--- src/rtl/aeu_pkg.sv ---
package aeu_pkg;

   typedef enum logic [4:0] {
      OP_NONE, OP_MOVWF, OP_CLRF, OP_CLRW,
      OP_ADD, OP_SUB, OP_AND, OP_IOR, OP_XOR, OP_COM,
      OP_DEC, OP_INC, OP_MOVF, OP_RLF, OP_RRF, OP_SWAP,
      OP_DECSZ, OP_INCSZ,
      OP_MOVLW, OP_IORLW, OP_ANDLW, OP_XORLW
   } aeu_op_e;

   typedef struct packed {
      logic c;
      logic dc;
      logic z;
   } aeu_flags_t;

   typedef struct packed {
      aeu_op_e op;
      logic    to_file;
      logic    to_w;
      logic    upd_z;
      logic    upd_c;
      logic    upd_dc;
      logic    skip_able;
   } aeu_ctl_t;

   localparam int AEU_OPC_W = 6;
   localparam int AEU_NIB_W = 4;

endpackage

--- src/rtl/aeu_decode.sv ---
module aeu_decode
   import aeu_pkg::*;
#(
   parameter int ADDR_W = 5,
   localparam int INSN_W = AEU_OPC_W + 1 + ADDR_W
) (
   input  logic [INSN_W-1:0] insn_i,
   output aeu_ctl_t          ctl_o
);

   logic [AEU_OPC_W-1:0] opc;
   logic                 dest_f;
   logic [ADDR_W-1:0]    fld;
   logic                 is_lit;
   logic [1:0]           lit_sel;
   logic                 byte_op;
   aeu_ctl_t             ctl;

   assign opc     = insn_i[INSN_W-1 -: AEU_OPC_W];
   assign dest_f  = insn_i[ADDR_W];
   assign fld     = insn_i[ADDR_W-1:0];
   assign is_lit  = (insn_i[INSN_W-1 -: 2] == 2'b11);
   assign lit_sel = insn_i[INSN_W-3 -: 2];

   always_comb begin
      ctl     = '0;
      ctl.op  = OP_NONE;
      byte_op = 1'b0;
      if (is_lit) begin
         ctl.to_w = 1'b1;
         case (lit_sel)
            2'b00:   ctl.op = OP_MOVLW;
            2'b01:   ctl.op = OP_IORLW;
            2'b10:   ctl.op = OP_ANDLW;
            default: ctl.op = OP_XORLW;
         endcase
      end else begin
         case (opc)
            6'b000000: begin
               if (dest_f) begin
                  ctl.op      = OP_MOVWF;
                  ctl.to_file = 1'b1;
               end
            end
            6'b000001: begin
               if (dest_f) begin
                  ctl.op      = OP_CLRF;
                  ctl.to_file = 1'b1;
               end else if (fld == '0) begin
                  ctl.op   = OP_CLRW;
                  ctl.to_w = 1'b1;
               end
            end
            6'b000010: begin ctl.op = OP_SUB;   byte_op = 1'b1; end
            6'b000011: begin ctl.op = OP_DEC;   byte_op = 1'b1; end
            6'b000100: begin ctl.op = OP_IOR;   byte_op = 1'b1; end
            6'b000101: begin ctl.op = OP_AND;   byte_op = 1'b1; end
            6'b000110: begin ctl.op = OP_XOR;   byte_op = 1'b1; end
            6'b000111: begin ctl.op = OP_ADD;   byte_op = 1'b1; end
            6'b001000: begin ctl.op = OP_MOVF;  byte_op = 1'b1; end
            6'b001001: begin ctl.op = OP_COM;   byte_op = 1'b1; end
            6'b001010: begin ctl.op = OP_INC;   byte_op = 1'b1; end
            6'b001011: begin ctl.op = OP_DECSZ; byte_op = 1'b1; end
            6'b001100: begin ctl.op = OP_RRF;   byte_op = 1'b1; end
            6'b001101: begin ctl.op = OP_RLF;   byte_op = 1'b1; end
            6'b001110: begin ctl.op = OP_SWAP;  byte_op = 1'b1; end
            6'b001111: begin ctl.op = OP_INCSZ; byte_op = 1'b1; end
            default:   ctl.op = OP_NONE;
         endcase
         if (byte_op) begin
            ctl.to_w    = ~dest_f;
            ctl.to_file = dest_f;
         end
      end

      case (ctl.op)
         OP_ADD, OP_SUB: begin
            ctl.upd_z  = 1'b1;
            ctl.upd_c  = 1'b1;
            ctl.upd_dc = 1'b1;
         end
         OP_AND, OP_IOR, OP_XOR, OP_COM, OP_DEC, OP_INC, OP_MOVF,
         OP_CLRF, OP_CLRW, OP_IORLW, OP_ANDLW, OP_XORLW:
            ctl.upd_z = 1'b1;
         OP_RLF, OP_RRF:
            ctl.upd_c = 1'b1;
         OP_DECSZ, OP_INCSZ:
            ctl.skip_able = 1'b1;
         default: ;
      endcase
   end

   assign ctl_o = ctl;

endmodule

--- src/rtl/aeu_alu.sv ---
module aeu_alu
   import aeu_pkg::*;
#(
   parameter int DATA_W      = 8,
   parameter int ADDER_STYLE = 0
) (
   input  aeu_op_e           op_i,
   input  logic [DATA_W-1:0] f_i,
   input  logic [DATA_W-1:0] w_i,
   input  logic [DATA_W-1:0] lit_i,
   input  logic              c_i,
   output logic [DATA_W-1:0] res_o,
   output logic              c_o,
   output logic              dc_o
);

   localparam int NIB_N = DATA_W / AEU_NIB_W;
   localparam int HALF  = DATA_W / 2;

   logic [DATA_W-1:0] add_a;
   logic [DATA_W-1:0] add_b;
   logic [DATA_W-1:0] add_s;
   logic              add_ci;
   logic              add_co;
   logic              add_dco;

   // operand steering for the single shared adder
   always_comb begin
      add_a  = f_i;
      add_b  = '0;
      add_ci = 1'b0;
      case (op_i)
         OP_ADD:             add_b = w_i;
         OP_SUB:   begin     add_b = ~w_i; add_ci = 1'b1; end
         OP_INC, OP_INCSZ:   add_ci = 1'b1;
         OP_DEC, OP_DECSZ:   add_b = '1;
         default: ;
      endcase
   end

   generate
      if (ADDER_STYLE == 0) begin : g_flat_add
         logic [DATA_W:0]    full;
         logic [AEU_NIB_W:0] low;
         assign full = {1'b0, add_a} + {1'b0, add_b} + {{DATA_W{1'b0}}, add_ci};
         assign low  = {1'b0, add_a[AEU_NIB_W-1:0]} + {1'b0, add_b[AEU_NIB_W-1:0]}
                       + {{AEU_NIB_W{1'b0}}, add_ci};
         assign add_s   = full[DATA_W-1:0];
         assign add_co  = full[DATA_W];
         assign add_dco = low[AEU_NIB_W];
      end else begin : g_nib_add
         logic [NIB_N:0] cy;
         assign cy[0] = add_ci;
         for (genvar g = 0; g < NIB_N; g++) begin : g_nib
            logic [AEU_NIB_W:0] ns;
            assign ns = {1'b0, add_a[g*AEU_NIB_W +: AEU_NIB_W]}
                      + {1'b0, add_b[g*AEU_NIB_W +: AEU_NIB_W]}
                      + {{AEU_NIB_W{1'b0}}, cy[g]};
            assign add_s[g*AEU_NIB_W +: AEU_NIB_W] = ns[AEU_NIB_W-1:0];
            assign cy[g+1] = ns[AEU_NIB_W];
         end
         assign add_co  = cy[NIB_N];
         assign add_dco = cy[1];
      end
   endgenerate

   always_comb begin
      res_o = add_s;
      c_o   = add_co;
      dc_o  = add_dco;
      case (op_i)
         OP_AND:   res_o = f_i & w_i;
         OP_IOR:   res_o = f_i | w_i;
         OP_XOR:   res_o = f_i ^ w_i;
         OP_COM:   res_o = ~f_i;
         OP_MOVF:  res_o = f_i;
         OP_MOVWF: res_o = w_i;
         OP_CLRF, OP_CLRW, OP_NONE: res_o = '0;
         OP_RLF: begin
            res_o = {f_i[DATA_W-2:0], c_i};
            c_o   = f_i[DATA_W-1];
         end
         OP_RRF: begin
            res_o = {c_i, f_i[DATA_W-1:1]};
            c_o   = f_i[0];
         end
         OP_SWAP:  res_o = {f_i[HALF-1:0], f_i[DATA_W-1:HALF]};
         OP_MOVLW: res_o = lit_i;
         OP_IORLW: res_o = w_i | lit_i;
         OP_ANDLW: res_o = w_i & lit_i;
         OP_XORLW: res_o = w_i ^ lit_i;
         default: ;
      endcase
   end

endmodule

--- src/rtl/aeu_state.sv ---
module aeu_state
   import aeu_pkg::*;
#(
   parameter int DATA_W = 8
) (
   input  logic              clk,
   input  logic              rst_n,
   input  logic              w_we_i,
   input  logic [DATA_W-1:0] res_i,
   input  logic              upd_c_i,
   input  logic              upd_dc_i,
   input  logic              upd_z_i,
   input  logic              c_new_i,
   input  logic              dc_new_i,
   output logic [DATA_W-1:0] w_o,
   output aeu_flags_t        flags_o
);

   logic [DATA_W-1:0] w_q;
   aeu_flags_t        fl_q;

   always_ff @(posedge clk or negedge rst_n) begin
      if (!rst_n) begin
         w_q  <= '0;
         fl_q <= '0;
      end else begin
         if (w_we_i)   w_q     <= res_i;
         if (upd_c_i)  fl_q.c  <= c_new_i;
         if (upd_dc_i) fl_q.dc <= dc_new_i;
         if (upd_z_i)  fl_q.z  <= (res_i == '0);
      end
   end

   assign w_o     = w_q;
   assign flags_o = fl_q;

   assert_w_load_R12: assert property (@(posedge clk) disable iff (!rst_n)
      w_we_i |=> (w_o == $past(res_i)));

   assert_w_hold_R12: assert property (@(posedge clk) disable iff (!rst_n)
      !w_we_i |=> $stable(w_o));

   assert_z_track_R5: assert property (@(posedge clk) disable iff (!rst_n)
      upd_z_i |=> (flags_o.z == ($past(res_i) == '0)));

   assert_z_hold_R6: assert property (@(posedge clk) disable iff (!rst_n)
      !upd_z_i |=> $stable(flags_o.z));

endmodule

--- src/rtl/accu_exec_unit.sv ---
module accu_exec_unit
   import aeu_pkg::*;
#(
   parameter int DATA_W      = 8,
   parameter int ADDR_W      = 5,
   parameter int ADDER_STYLE = 0,
   localparam int INSN_W     = AEU_OPC_W + 1 + ADDR_W
) (
   input  logic              clk,
   input  logic              rst_n,
   input  logic [INSN_W-1:0] insn_i,
   input  logic [DATA_W-1:0] fdata_i,
   output logic [DATA_W-1:0] result_o,
   output logic              f_we_o,
   output logic              w_we_o,
   output logic              skip_o,
   output logic [DATA_W-1:0] w_o,
   output logic              c_o,
   output logic              dc_o,
   output logic              z_o
);

   generate
      if (DATA_W < 8 || (DATA_W % AEU_NIB_W) != 0) begin : g_bad_width
         $error("DATA_W must be a multiple of the nibble width and at least 8");
      end
      if (DATA_W + 4 > INSN_W) begin : g_bad_lit
         $error("literal field does not fit beside the 4-bit literal opcode");
      end
      if (ADDER_STYLE < 0 || ADDER_STYLE > 1) begin : g_bad_style
         $error("ADDER_STYLE must be 0 (flat) or 1 (nibble chain)");
      end
   endgenerate

   aeu_ctl_t          ctl;
   aeu_flags_t        flags;
   logic [DATA_W-1:0] res;
   logic              alu_c;
   logic              alu_dc;

   aeu_decode #(.ADDR_W(ADDR_W)) dec_i (
      .insn_i (insn_i),
      .ctl_o  (ctl)
   );

   aeu_alu #(.DATA_W(DATA_W), .ADDER_STYLE(ADDER_STYLE)) alu_i (
      .op_i  (ctl.op),
      .f_i   (fdata_i),
      .w_i   (w_o),
      .lit_i (insn_i[DATA_W-1:0]),
      .c_i   (flags.c),
      .res_o (res),
      .c_o   (alu_c),
      .dc_o  (alu_dc)
   );

   aeu_state #(.DATA_W(DATA_W)) st_i (
      .clk      (clk),
      .rst_n    (rst_n),
      .w_we_i   (ctl.to_w),
      .res_i    (res),
      .upd_c_i  (ctl.upd_c),
      .upd_dc_i (ctl.upd_dc),
      .upd_z_i  (ctl.upd_z),
      .c_new_i  (alu_c),
      .dc_new_i (alu_dc),
      .w_o      (w_o),
      .flags_o  (flags)
   );

   assign result_o = res;
   assign f_we_o   = ctl.to_file;
   assign w_we_o   = ctl.to_w;
   assign skip_o   = ctl.skip_able & (res == '0);
   assign c_o      = flags.c;
   assign dc_o     = flags.dc;
   assign z_o      = flags.z;

   assert_one_dest_R2: assert property (@(posedge clk) disable iff (!rst_n)
      !(f_we_o && w_we_o));

   assert_skip_zero_R8: assert property (@(posedge clk) disable iff (!rst_n)
      skip_o |-> (result_o == '0) && (f_we_o || w_we_o));

   assert_quiet_undef_R11: assert property (@(posedge clk) disable iff (!rst_n)
      (ctl.op == OP_NONE) |-> !f_we_o && !w_we_o && !skip_o);

   assert_skip_flags_R8: assert property (@(posedge clk) disable iff (!rst_n)
      skip_o |=> $stable({c_o, dc_o, z_o}));

endmodule

--- config.mk ---
export PLATFORM = sky130hd
export DESIGN_NAME = accu_exec_unit
export DESIGN_NICKNAME = d
export VERILOG_FILES = /design/src/rtl/aeu_pkg.sv /design/src/rtl/aeu_decode.sv /design/src/rtl/aeu_alu.sv /design/src/rtl/aeu_state.sv /design/src/rtl/accu_exec_unit.sv
export SDC_FILE = /design/constraint.sdc
export NUM_CORES = 1
export LEC_CHECK = 0
export ABC_CLOCK_PERIOD_IN_PS = 3400
export BUFFER_PORTS_ARGS = -buffer_cell sky130_fd_sc_hd__buf_2
export CORE_ASPECT_RATIO = 1.2
export CORE_MARGIN = 2
export CORE_UTILIZATION = 45
export DETAILED_ROUTE_END_ITERATION = 8
export GPL_TIMING_DRIVEN = 0
export PLACE_DENSITY_LB_ADDON = 0.2
export SLEW_MARGIN = 20
export SYNTH_ARGS = -nofsm -noshare
export SYNTH_HDL_FRONTEND = slang
export SYNTH_SLANG_ARGS = --single-unit
--- constraint.sdc ---
create_clock -name clk -period 3.4 [get_ports clk]
set_input_delay 0 -clock clk [delete_from_list [all_inputs] [get_ports clk]]
set_output_delay 0 -clock clk [all_outputs]
set_load 0.02 [all_outputs]
# Word level (Yosys, flattened, before mapping)
# Cells that the tools add are included.
[classes]
n_addsub = 4
bitwise = 10
mux = 24
n_eq_ne = 39
reduce_logical = 13
[op_table]
columns = ["operator", "count"]
rows = [
  ["$pmux 8 s14", 1],
  ["$pmux 5 s16", 1],
  ["$eq 6x4->1 const B", 8],
  ["$eq 5x4->1 const B", 8],
  ["$eq 5x5->1 const B", 6],
  ["$reduce_or 14->1", 2],
  ["$eq 6x3->1 const B", 4],
  ["$pmux 8 s3", 1],
  ["$eq 5x3->1 const B", 4],
  ["$and 8x8->8", 2],
  ["$not 8->8", 2],
  ["$or 8x8->8", 2],
  ["$xor 8x8->8", 2],
  ["$mux 1", 13],
  ["$eq 6x2->1 const B", 2],
  ["$eq 5x2->1 const B", 2],
  ["$logic_not 5->1", 2],
  ["$add 8x8->9", 1],
  ["$add 9x1->9", 1],
  ["$pmux 3 s3", 1],
  ["$logic_not 8->1", 1],
  ["$mux 2", 4],
  ["$eq 6x1->1 const B", 1],
  ["$logic_not 6->1", 1],
  ["13 further kinds", 18],
]
[word_totals]
out_inout_bits = 22
regBits = 11
elab_cells = 94
input_bits = 22

# Depth between registers and ports, before layout
[depth]
depth_word = 13
depth_mapped = 18

# Cells and area by module
# A second synthesis with hierarchy kept.
[hier_totals]
hier_cells = 355
hier_area_um2 = 2655.0
[by_module_without_submodules]
columns = ["module", "instances", "cells_per_inst", "area_each_um2"]
rows = [
  ["aeu_alu", 1, 264, 1779.2],
  ["aeu_state", 1, 27, 436.7],
  ["aeu_decode", 1, 61, 410.4],
  ["accu_exec_unit", 1, 3, 28.8],
]

# Worst setup path before layout
# Ideal clock, no wire load.
[synth_timing]
path_type = "input to output"
startpoint = "input insn_i[9]"
endpoint = "output skip_o"
path_slack_ns = -0.246
path_stages = 17
arrival_time_ns = 3.646
required_time_ns = 3.400
path_buffers = 1
cell_sequence = "buf_2 or4b_2 o221a_1 a21oi_2 inv_1 o32ai_1 fa_1 inv_1 fa_1 nor2b_1 o21ai_0 a21boi_0 o31a_1 a21oi_1 o22ai_2 nand4_1 nor3_1"
[synth_via]
elab_chain_len = 11
[synth_lines]
columns = ["element", "line", "source"]
rows = [
  ["from (decl)", "accu_exec_unit.sv:11", "input logic [INSN_W-1:0] insn_i,"],
  ["$eq 6x4->1 (tied with other cells)", "aeu_decode.sv:38", "case (opc)"],
  ["$pmux 5 s16 / $pmux 3 s3 (equally long branches)", "aeu_decode.sv:38, aeu_decode.sv:31", ""],
  ["$mux 5 (*)", "aeu_decode.sv:29", "if (is_lit) begin"],
  ["$eq 5x4->1 / $eq 5x5->1 (equally long branches)", "aeu_alu.sv:32, aeu_decode.sv:76", ""],
  ["$reduce_or 2->1", "aeu_alu.sv:32", "case (op_i)"],
  ["$pmux 8 s3", "aeu_alu.sv:32", ""],
  ["$add 8x8->9", "aeu_alu.sv:45", "assign full = {1'b0, add_a} + {1'b0, add_b} + {{DATA_W{1'b0}}, add_ci};"],
  ["$add 9x1->9", "aeu_alu.sv:45", ""],
  ["$pmux 8 s14", "aeu_alu.sv:71", "case (op_i)"],
  ["$logic_not 8->1", "accu_exec_unit.sv:74", "assign skip_o = ctl.skip_able & (res == '0);"],
  ["$and 1x1->1 (*)", "accu_exec_unit.sv:74", ""],
  ["to (decl)", "accu_exec_unit.sv:16", "output logic skip_o,"],
]
# Mark *: on every way between the ends. The rest lies on a longest branch, timed or not.

# Worst setup path after layout
[layout_timing]
startpoint = "input insn_i[10]"
endpoint = "output skip_o"
[layout_via]
elab_chain_len = 11
[layout_lines]
columns = ["element", "line"]
rows = [
  ["$eq 6x4->1 (tied with other cells)", "aeu_decode.sv:38"],
  ["$pmux 5 s16", "aeu_decode.sv:38"],
  ["$mux 5 (*)", "aeu_decode.sv:29"],
  ["$eq 5x4->1 / $eq 5x5->1 (equally long branches)", "aeu_alu.sv:32, aeu_decode.sv:76"],
  ["$reduce_or 2->1", "aeu_alu.sv:32"],
  ["$pmux 8 s3", "aeu_alu.sv:32"],
  ["$add 8x8->9", "aeu_alu.sv:45"],
  ["$add 9x1->9", "aeu_alu.sv:45"],
  ["$pmux 8 s14", "aeu_alu.sv:71"],
  ["$logic_not 8->1", "accu_exec_unit.sv:74"],
  ["$and 1x1->1 (*)", "accu_exec_unit.sv:74"],
]
# Marks and branches as above.

==> impl_metrics.csv <==
group,metric,value,unit
min_path,hp-class,"input port to async pin",
sta,maxSlewViolCount,0,
sta,rsz0062_at_grt,"true",
status,violations,"setup timing",
drt,wl_per_cell,21.6,um
flow_run,maxCapViolations,0,
drt,drtIter0Drc,621,
setup_path,critPathCapture,"skip_o",
grt,grt_usage,33.7,%
pwr,peakVddDrop,0.000294,V
synthesis,yosys.area.top_type,"dfrtp_1",
synthesis,synth.avg_cell_area,6.95,sq um
synthesis,ys_warn_count,0,
drt,final_antenna_net_count,0,
synthesis,synthCells,372,
sta,setup_viol,1,
floorplan,die_h,87.0,um
cells_and_area,stdcell_count,501,
synthesis,synth.cell_area,0.00258,sq mm
setup_path,cp-start-kind,"input port",
synthesis,ys.flop_type,"dfrtp_1",
sta,finClkSkew,0.00359,ns
cts,clock_latency,0.25,ns
sta,worst_pin_slew,0.811,ns
cts,cts_root_buf,"clkbuf_8",
setup_path,r2r_cells,16,
setup_path,required,3.40,ns
cells_and_area,final_core_util,58.3,%
drt,drc_errors,0,
grt,antenna_found_initial,0,
synthesis,ys_ff_latch,11,
place,place_hpwl,8020,um
synthesis,synth_nets,403,
grt,overflow,0,
setup_path,rrSetupSlack,0.16,ns
floorplan,initial_utilization,46.2,%
cts,htree_levels,1,
drt,wl,10800,um
drt,via_per_inst,6.80,
setup_path,r2r-end,"st_i.flags_o[0]$_DFFE_PN0P_",
cells_and_area,syn_to_final_growth,26.1,%
sta,final_hold_viol_count,0,
pwr,power_density,299,mW/mm^2
cts,cts.sinks,11,
setup_path,cp.arrival,3.47,ns
place,place.gp.congestion,1.10,
sta,tns,-0.0706,ns
grt,grt_pass1_vias,3169,
pwr,p_leak,1.39,nW
drt,drt-pass1-iter-count,6,
sta,slew_headroom,45.4,%
cells_and_area,drive_gt1_share,27.7,%
status,status,"complete, but fails checks",
place,placedCellCount,478,
setup_path,critical_path_peak_fanout,6,
cells_and_area,nets,469,
cts,clock_path_buffers,2,
synthesis,synth_edf_count,0,
cts,cts_tree,"built",
drt,routed-via-count,3406,
synthesis,yosysTopAreaCellShare,10.7,%
setup_path,critPathLaunch,"insn_i[10]",
sta,fin_ws,-0.0706,ns
floorplan,core,0.00559,sq mm
floorplan,num_rows,30,
cells_and_area,layout_common_cells,"46 x buf_2, 31 x o21ai_0, 27 x a21oi_1",
pwr,total_power,0.000975,W
synthesis,yosysUniqueCellTypes,69,
cts,clk_pin_slew,0.06,ns
setup_path,cp-end-kind,"output pin",
floorplan,dieWidth,73.2,um
setup_path,r2r-start,"st_i.w_o[0]$_DFFE_PN0P_",
sta,fmax,288,MHz
cells_and_area,final_common_cell,"buf_2",
grt,grt_pass1_wl,16500,um
floorplan,fp.dieArea,0.00637,sq mm
place,io_buffers,42,
setup_path,worst-setup-path-type,"input port to output pin",
synthesis,synth_area_leaders,"dfrtp_1 11%, o21ai_0 6.8%, a21oi_1 5.6%",
sta,finalCritPeriodShare,102,%
floorplan,io_pins,44,
cells_and_area,n_antenna_cell,0,
cts,numCtsBuffers,3,
grt,grt_max_degree,20,
synthesis,postSynth.asyncResetShare,100,%
sta,period_minus_slack,3.47,ns
synthesis,ys_seq_area_share,10.7,%
## metrics by stage
| stage | setup WS (ns) | hold slack (ns) | cell area, sq um |
|---|---|---|---|
| after floorplan | -0.0225 | -0.296 | 2620 |
| after global placement | -0.892 | -0.105 | 2910 |
| after CTS | 0.00361 | 0.173 | 3100 |
| after global routing | -0.274 | 0.187 | 3260 |
| final | -0.0706 | 0.175 | 3260 |
| after detailed placement | -0.884 | -0.0957 | 2920 |
## kinds of logic after synthesis
kind of cell / after synthesis / share of synthesized area [%]
adder cells (fa/ha/maj): 9 / 4.94
buffers and inverters: 52 / 8.47
XOR/XNOR: 18 / 6.10
multiplexers: 12 / 4.75
AND/OR/NAND/NOR: 124 / 25.2
AO/OA/AOI/OAI: 146 / 39.9
flip-flops: 11 / 10.7
## metal layers
layer | wire length (um) | share of wire [%] | up-vias | global-route usage, %
li1 | - | - | 1538 | -
met1 | 4080 | 38 | 1564 | 42.2
met2 | 4990 | 46 | 237 | 55.3
met3 | 1070 | 9.9 | 67 | 5.21
met4 | 651 | 6.0 | 0 | 16.8
met5 | 0 | 0 | - | 0
## power by group
group,internal [W],switching [W],leakage (nW)
combinational,0.000234,0.000382,1.23
clock,0.0000830,0.0000605,0.0228
sequential,0.000160,0.0000561,0.138
## cell usage after synthesis, drive strengths merged, types with 3 or more instances
master / count
nor3: 9
nand2b: 8
and3b: 3
nor4: 3
nor3b: 4
a211oi: 4
and3: 3
a22oi: 14
o31ai: 4
nand4: 7
clkbuf: 16
xnor2: 10
dfrtp: 11
nand4b: 3
o22ai: 6
mux2i: 10
ha: 7
o211ai: 6
nand3: 8
a211o: 4
a221o: 3
xor2: 8
o21ai: 37
a31oi: 9
o32ai: 4
a21oi: 30
nand2: 27
nor2: 31
nor2b: 7
o221ai: 3
buf: 13
inv: 23
## layout make-up
cell class                 count  area (sq um)
timing repair buffer          63           393
inverter                      23          90.1
fill                         567          2330
tap                           64          80.1
multi-input combinational    309          2220
sequential                    11           275
buffer                        27           151
clock buffer                   4          45.0
## critical path, cell delays in order
cell	delay, ns
buf_8	0.10
or3b_4	0.42
a2111oi_4	0.48
nor2_4	0.09
a21oi_4	0.17
inv_2	0.07
o32ai_4	0.11
fa_2	0.27
inv_2	0.04
fa_2	0.40
nor2b_2	0.13
o21ai_2	0.08
a21boi_1	0.22
o31a_1	0.19
a21oi_2	0.05
o22ai_2	0.17
nand4_1	0.18
nor3_4	0.16
buf_6	0.14
## what timing repair did
| action | in CTS | in global routing |
|---|---|---|
| setup endpoints to repair | 13 | 6 |
| pin swaps | 14 | 21 |
| setup buffers | 11 | 9 |
| gates resized for setup | 21 | 33 |
| endpoints found under the hold margin | 11 | 0 |
| hold buffers | 1 | 0 |
## state kept, by name, indices dropped and copies added (netlist names)
name / count
st_i.w_o: 8
st_i.flags_o: 3
## how the worst min path moves through the flow
stage | endpoint | slack (ns) | cells past startpoint
5_1_grt | st_i.w_o[6]$_DFFE_PN0P_ | 0.19 | 2
3_3_place_gp | st_i.flags_o[0]$_DFFE_PN0P_ | -0.11 | 1
3_5_place_dp | st_i.flags_o[0]$_DFFE_PN0P_ | -0.1 | 1
2_1_floorplan | st_i.flags_o[0]$_DFFE_PN0P_ | -0.30 | 0
4_1_cts | st_i.w_o[6]$_DFFE_PN0P_ | 0.17 | 2
6_report | st_i.w_o[6]$_DFFE_PN0P_ | 0.18 | 2
(Power assumes the default switching activity.)
